### config.mk
export PLATFORM = sky130hd
export DESIGN_NAME = pwm_multi
export DESIGN_NICKNAME = d
export VERILOG_FILES = /design/src/rtl/pwm_pkg.sv /design/src/rtl/pwm_addr_dec.sv /design/src/rtl/pwm_channel.sv /design/src/rtl/pwm_multi.sv
export SDC_FILE = /design/constraint.sdc
export NUM_CORES = 2
export LEC_CHECK = 0
export BUFFER_PORTS_ARGS = -buffer_cell sky130_fd_sc_hd__buf_4
export CAP_MARGIN = 20
export CORE_AREA = 2 2 351 353
export DETAILED_ROUTE_END_ITERATION = 12
export DIE_AREA = 0 0 353 355
export HOLD_SLACK_MARGIN = 0.02
export PLACE_DENSITY_LB_ADDON = 0.3
export SLEW_MARGIN = 0
export SYNTH_ARGS = -nofsm -noshare
export SYNTH_HDL_FRONTEND = slang
export SYNTH_SLANG_ARGS = --single-unit
### constraint.sdc
create_clock -name clk -period 6 [get_ports clk]
set_input_delay 0.9 -clock clk [delete_from_list [all_inputs] [get_ports clk]]
set_output_delay 0.9 -clock clk [all_outputs]
set_load 0.1 [all_outputs]
### src/rtl/pwm_pkg.sv
package pwm_pkg;
    localparam int CTL_START = 0;
    localparam int CTL_UPD   = 2;
    localparam int CTL_CONT  = 5;
    localparam int CTL_POL   = 8;
    localparam int CTL_REST  = 9;

    typedef enum logic [1:0] {
        REG_NONE,
        REG_CTRL,
        REG_PER,
        REG_DUTY
    } reg_kind_e;

    typedef enum logic {
        CH_IDLE,
        CH_RUN
    } ch_state_e;
endpackage

### src/rtl/pwm_addr_dec.sv
module pwm_addr_dec
    import pwm_pkg::*;
#(
    parameter int NUM_CH = 6,
    parameter int ADDR_W = 8
) (
    input  logic [ADDR_W-1:0] addr,
    output logic [NUM_CH-1:0] ch_hit,
    output reg_kind_e         kind
);
    localparam int IDX_W = ADDR_W - 5;

    logic [IDX_W-1:0] idx;
    logic [4:0]       off;

    assign idx = addr[ADDR_W-1:5];
    assign off = addr[4:0];

    always_comb begin
        unique case (off)
            5'h00:   kind = REG_CTRL;
            5'h08:   kind = REG_PER;
            5'h0C:   kind = REG_DUTY;
            default: kind = REG_NONE;
        endcase
    end

    for (genvar g = 0; g < NUM_CH; g++) begin : g_hit
        assign ch_hit[g] = (idx == IDX_W'(g));
    end
endmodule

### src/rtl/pwm_channel.sv
module pwm_channel
    import pwm_pkg::*;
#(
    parameter int DATA_W = 32,
    parameter int CNT_W  = 32
) (
    input  logic              clk,
    input  logic              rst_n,
    input  logic              wr_ctrl,
    input  logic              wr_per,
    input  logic              wr_duty,
    input  logic [DATA_W-1:0] wdata,
    output logic [DATA_W-1:0] ctrl_rd,
    output logic [DATA_W-1:0] per_rd,
    output logic [DATA_W-1:0] duty_rd,
    output logic              pwm_o
);
    ch_state_e        state_q, state_d;
    logic             cfg_q, cont_q, pol_q, rest_q, pend_q;
    logic [CNT_W-1:0] sh_per_q, sh_dut_q, act_per_q, act_dut_q, cnt_q;

    logic             upd_rise, start_req, at_end, idle_load, edge_load;
    logic [CNT_W-1:0] per_next;

    assign upd_rise  = wr_ctrl && wdata[CTL_UPD] && !cfg_q;
    assign start_req = wr_ctrl && wdata[CTL_START];
    assign at_end    = (state_q == CH_RUN) && (cnt_q == act_per_q - CNT_W'(1));
    assign idle_load = (state_q == CH_IDLE) && (upd_rise || pend_q);
    assign edge_load = at_end && pend_q;
    assign per_next  = (idle_load || edge_load) ? sh_per_q : act_per_q;

    // next-state logic: LAUNCH, WRAP, HALT
    always_comb begin
        state_d = state_q;
        unique case (state_q)
            CH_IDLE: if (start_req && per_next != '0) state_d = CH_RUN;
            CH_RUN:  if (at_end && (!cont_q || per_next == '0)) state_d = CH_IDLE;
        endcase
    end

    always_ff @(posedge clk or negedge rst_n) begin
        if (!rst_n) state_q <= CH_IDLE;
        else        state_q <= state_d;
    end

    always_ff @(posedge clk or negedge rst_n) begin
        if (!rst_n) begin
            cfg_q     <= 1'b0;
            cont_q    <= 1'b0;
            pol_q     <= 1'b0;
            rest_q    <= 1'b0;
            pend_q    <= 1'b0;
            sh_per_q  <= '0;
            sh_dut_q  <= '0;
            act_per_q <= '0;
            act_dut_q <= '0;
            cnt_q     <= '0;
        end else begin
            if (wr_ctrl) begin
                cfg_q  <= wdata[CTL_UPD];
                cont_q <= wdata[CTL_CONT];
                pol_q  <= wdata[CTL_POL];
                rest_q <= wdata[CTL_REST];
            end
            if (wr_per)  sh_per_q <= wdata[CNT_W-1:0];
            if (wr_duty) sh_dut_q <= wdata[CNT_W-1:0];
            if (idle_load || edge_load) begin
                act_per_q <= sh_per_q;
                act_dut_q <= sh_dut_q;
            end
            if (state_q == CH_RUN) pend_q <= upd_rise ? 1'b1 : (at_end ? 1'b0 : pend_q);
            else                   pend_q <= 1'b0;
            cnt_q <= (state_q == CH_RUN && !at_end) ? cnt_q + CNT_W'(1) : '0;
        end
    end

    // output process
    always_comb begin
        unique case (state_q)
            CH_IDLE: pwm_o = rest_q;
            CH_RUN:  pwm_o = (cnt_q < act_dut_q) ? pol_q : !pol_q;
        endcase
    end

    always_comb begin
        ctrl_rd           = '0;
        ctrl_rd[CTL_UPD]  = cfg_q;
        ctrl_rd[CTL_CONT] = cont_q;
        ctrl_rd[CTL_POL]  = pol_q;
        ctrl_rd[CTL_REST] = rest_q;
    end
    assign per_rd  = DATA_W'(sh_per_q);
    assign duty_rd = DATA_W'(sh_dut_q);


    zero_period_run_chk: assert property (@(posedge clk) disable iff (!rst_n)
        state_q == CH_RUN |-> act_per_q != '0);


    count_step_chk: assert property (@(posedge clk) disable iff (!rst_n)
        (state_q == CH_RUN && !at_end) |=> (state_q == CH_RUN && cnt_q == $past(cnt_q) + CNT_W'(1)));


    active_hold_chk: assert property (@(posedge clk) disable iff (!rst_n)
        (state_q == CH_RUN && !at_end) |=> ($stable(act_per_q) && $stable(act_dut_q)));


    one_shot_stop_chk: assert property (@(posedge clk) disable iff (!rst_n)
        (at_end && !cont_q) |=> state_q == CH_IDLE);
endmodule

### src/rtl/pwm_multi.sv
module pwm_multi
    import pwm_pkg::*;
#(
    parameter int NUM_CH = 6,
    parameter int ADDR_W = 8,
    parameter int DATA_W = 32,
    parameter int CNT_W  = 32
) (
    input  logic              clk,
    input  logic              rst_n,
    input  logic [7:0]        bus_addr,
    input  logic              bus_we,
    input  logic [31:0]       bus_wdata,
    output logic [31:0]       bus_rdata,
    output logic [5:0]        pwm_out
);
    logic [NUM_CH-1:0] ch_hit;
    reg_kind_e         kind;
    logic [DATA_W-1:0] ctrl_rd [NUM_CH];
    logic [DATA_W-1:0] per_rd  [NUM_CH];
    logic [DATA_W-1:0] duty_rd [NUM_CH];

    pwm_addr_dec #(.NUM_CH(NUM_CH), .ADDR_W(ADDR_W)) dec_i (
        .addr   (bus_addr),
        .ch_hit (ch_hit),
        .kind   (kind)
    );

    for (genvar g = 0; g < NUM_CH; g++) begin : g_ch
        pwm_channel #(.DATA_W(DATA_W), .CNT_W(CNT_W)) ch_i (
            .clk     (clk),
            .rst_n   (rst_n),
            .wr_ctrl (bus_we && ch_hit[g] && kind == REG_CTRL),
            .wr_per  (bus_we && ch_hit[g] && kind == REG_PER),
            .wr_duty (bus_we && ch_hit[g] && kind == REG_DUTY),
            .wdata   (bus_wdata),
            .ctrl_rd (ctrl_rd[g]),
            .per_rd  (per_rd[g]),
            .duty_rd (duty_rd[g]),
            .pwm_o   (pwm_out[g])
        );
    end

    always_comb begin
        bus_rdata = '0;
        for (int i = 0; i < NUM_CH; i++) begin
            if (ch_hit[i]) begin
                unique case (kind)
                    REG_CTRL: bus_rdata = ctrl_rd[i];
                    REG_PER:  bus_rdata = per_rd[i];
                    REG_DUTY: bus_rdata = duty_rd[i];
                    REG_NONE: bus_rdata = '0;
                endcase
            end
        end
    end
endmodule

==> impl_metrics.tcl <==
set metrics [dict create \
    status "finished, final reports clean" \
    dpl.hpwl_mm 125 \
    fp.coreArea_um2 121000 \
    grt_max_degree 172 \
    synth_fp_nets 5224 \
    maxSlewViolCount 0 \
    pre_cts_slack_ns 0.879 \
    numPortBuffers 80 \
    yosysSeqAreaShare_pct 45.9 \
    ys_types 85 \
    antenna_found_initial 22 \
    die_w_um 353 \
    synthTopCellsByArea "dfrtp_1, mux2_2, mux2_1, ha_1, xnor2_1" \
    clock-sinks 996 \
    postSynthAreaPerCell_um2 10.9 \
    syn_area_um2 54300 \
    final.setup.tns_ns 0 \
    synth_edf_count 0 \
    grt_pass1_wl_mm 256 \
    maxSlewHeadroom_pct 29.2 \
    detail_route.first_pass.iterations 9 \
    die-area_um2 125000 \
    ff2ff_setup_slack_ns 1.43 \
    vdd_drop_max_v 0.000296 \
    yosysTopAreaCell "dfrtp_1" \
    multi_input_area_um2 27400 \
    grt_pass1_vias 40100 \
    synth.most_common_cell "dfrtp_1" \
    synth_top_area_share_pct 45.9 \
    vias_per_cell 6.10 \
    r2r_end "g_ch[0].ch_i.act_dut_q[10]" \
    cts_resized 0 \
    htreeDepth 3 \
    ios 81 \
    path_class "in -> out" \
    rsz0062_at_grt "false" \
    die_height_um 355 \
    max_clock_freq_ghz 0.189 \
    regArea_um2 24900 \
    num_vias 40700 \
    antenna_left 0 \
    power_density_nw_per_um2 253 \
    fillers 11000 \
    synth_warnings 0 \
    clock_path_buffers 3 \
    fin_nets 5194 \
    post-route-period-util_pct 88.2 \
    cts_setup_buffers 0 \
    grt_overflow 0 \
    drive_above_1_share_pct 15.5 \
    syn-instance-count 4983 \
    cts_buffers 105 \
    p_leak_uw 0.0288 \
    yosys-top-cells-count "dfrtp_1, mux2_2, mux2_1, nor2_1, inv_1" \
    cts_hold_buf 0 \
    hold_violations 0 \
    ys.flop_type "dfrtp_1" \
    worst_pin_slew_ns 1.06 \
    cts_root_buf "clkbuf_16" \
    clock_latency_ns 0.73 \
    post-route-min-period_ns 5.29 \
    finClkSkew_ns 0.0602 \
    cp_data_required_time_ns 5.10 \
    crit_fanout 44 \
    drc 0 \
    post_drt_wl_per_cell_um 25.4 \
    hp-class "in -> async" \
    grt_use_total_pct 26.8 \
    ys_ff_latch 996 \
    cts_tree "built" \
    drt-total-wl_mm 170 \
    start_util_pct 44.7 \
    ys_async_sr_fraction_pct 100 \
    setup_slack_ns 0.710 \
    setup_violations 0 \
    cap_violations 0 \
    syn_to_final_growth_pct 11.1 \
    reg2regPathDepth 12 \
    clk_pin_slew_worst_paths_ns 0.06 \
    arrival_ns 4.39 \
    rows 128 \
    endpoint_kind "output port" \
    reg2reg_from "g_ch[0].ch_i.act_per_q[0]" \
    drtIter0Drc 4061 \
    cp-start-kind "input pin" \
    place.gp.congestion 0.972 \
]
[power by group]
| group | switching (uW) | internal, uW |
|---|---|---|
| registers | 305 | 6870 |
| clock network | 2910 | 4250 |
| logic | 622 | 312 |
| total | 3840 | 11400 |
[cell type report]
cell class | count | area share [%]
Sequential cell | 996 | 41.3
Clock inverter | 50 | 1.37
Tap cell | 1625 | 3.37
Multi-Input combinational cell | 3471 | 45.4
Antenna cell | 10 | 0.0415
Clock buffer | 144 | 4.97
Inverter | 243 | 1.51
Timing Repair Buffer | 136 | 1.99
[sequential cells by signal, summed over array words and instances (netlist names)]
| signal | count |
|---|---|
| g_ch.ch_i.cont_q | 6 |
| g_ch.ch_i.cfg_q | 6 |
| g_ch.ch_i.per_rd | 192 |
| g_ch.ch_i.pend_q | 6 |
| g_ch.ch_i.rest_q | 6 |
| g_ch.ch_i.act_per_q | 192 |
| g_ch.ch_i.state_q | 6 |
| g_ch.ch_i.cnt_q | 192 |
| g_ch.ch_i.pol_q | 6 |
| g_ch.ch_i.duty_rd | 192 |
| g_ch.ch_i.act_dut_q | 192 |
[worst max-delay path, stage by stage]
cell      delay (ns)
buf_4           0.10
nor3_1          0.63
and3_4          0.51
buf_4           0.46
nand2_1         0.10
a221oi_1        0.31
o21ai_0         0.39
a22o_1          0.36
o21ai_0         0.22
buf_4           0.39
[cell usage in the layout (no fill, tap or decap), types with 15 or more instances in the layout]
master	instances
nand3b_1	22
o22ai_1	92
xor2_1	200
mux2i_1	25
and4_1	17
mux2_1	366
o211ai_1	17
nand2b_1	26
a221oi_1	37
a211oi_1	23
a21oi_1	88
dfrtp_1	996
nor2_1	365
and3_1	62
o21ai_0	89
nand3_1	135
nor3b_1	16
a22oi_1	153
bufinv_16	17
nor2b_1	28
ha_1	198
clkbuf_16	106
nand2_1	162
inv_1	243
xnor2_1	211
nor3_1	111
nor4_1	115
a222oi_1	15
a21o_1	79
clkbuf_8	20
a31oi_1	15
or3_1	30
nand4_1	108
buf_4	122
or4_1	30
clkbuf_1	18
mux2_2	425
[cell families (layout without fill, tap and decap cells)]
family	Yosys count	in the layout	synth area share, %
XOR/XNOR	411	411	6.63
flip-flops	996	996	45.9
AO/OA/AOI/OAI	734	734	9.53
buffers and inverters	516	573	3.73
other	0	10	0
adder cells (fa/ha/maj)	198	198	4.56
multiplexers	818	818	16.9
AND/OR/NAND/NOR	1310	1310	12.7
[metal layers]
layer	part of all wire, %	vias to the layer above	track usage [%]
met5	0.037	-	0
met4	4.1	12	10.1
met3	7.5	414	5.66
met2	47	1533	44.2
met1	41	20600	34.6
li1	-	18100	-
[metrics by stage]
stage	total power, uW	utilization (%)	cells	instance area (um^2)	hold slack (ns)
floorplan	7660	-	4983	54300	0.458
global placement	8200	46.5	6467	56400	0.470
detailed placement	8210	46.5	6467	56400	0.475
CTS	15300	49.6	6661	60200	0.253
global route	15700	49.7	6673	60300	0.295
finish	15300	49.7	6675	60300	0.246
[worst max path at each step]
stage,start,endpoint,slack (ns),cells past startpoint
after floorplan,bus_addr[4],bus_rdata[2],0.46,8
after global placement,bus_addr[4],bus_rdata[2],0.90,10
after detailed placement,bus_addr[4],bus_rdata[2],0.88,10
after CTS,bus_addr[4],bus_rdata[2],0.87,10
after global routing,bus_addr[4],bus_rdata[8],0.61,10
final,bus_addr[4],bus_rdata[2],0.71,10
Note: power is estimated with default switching activity, not from simulation.
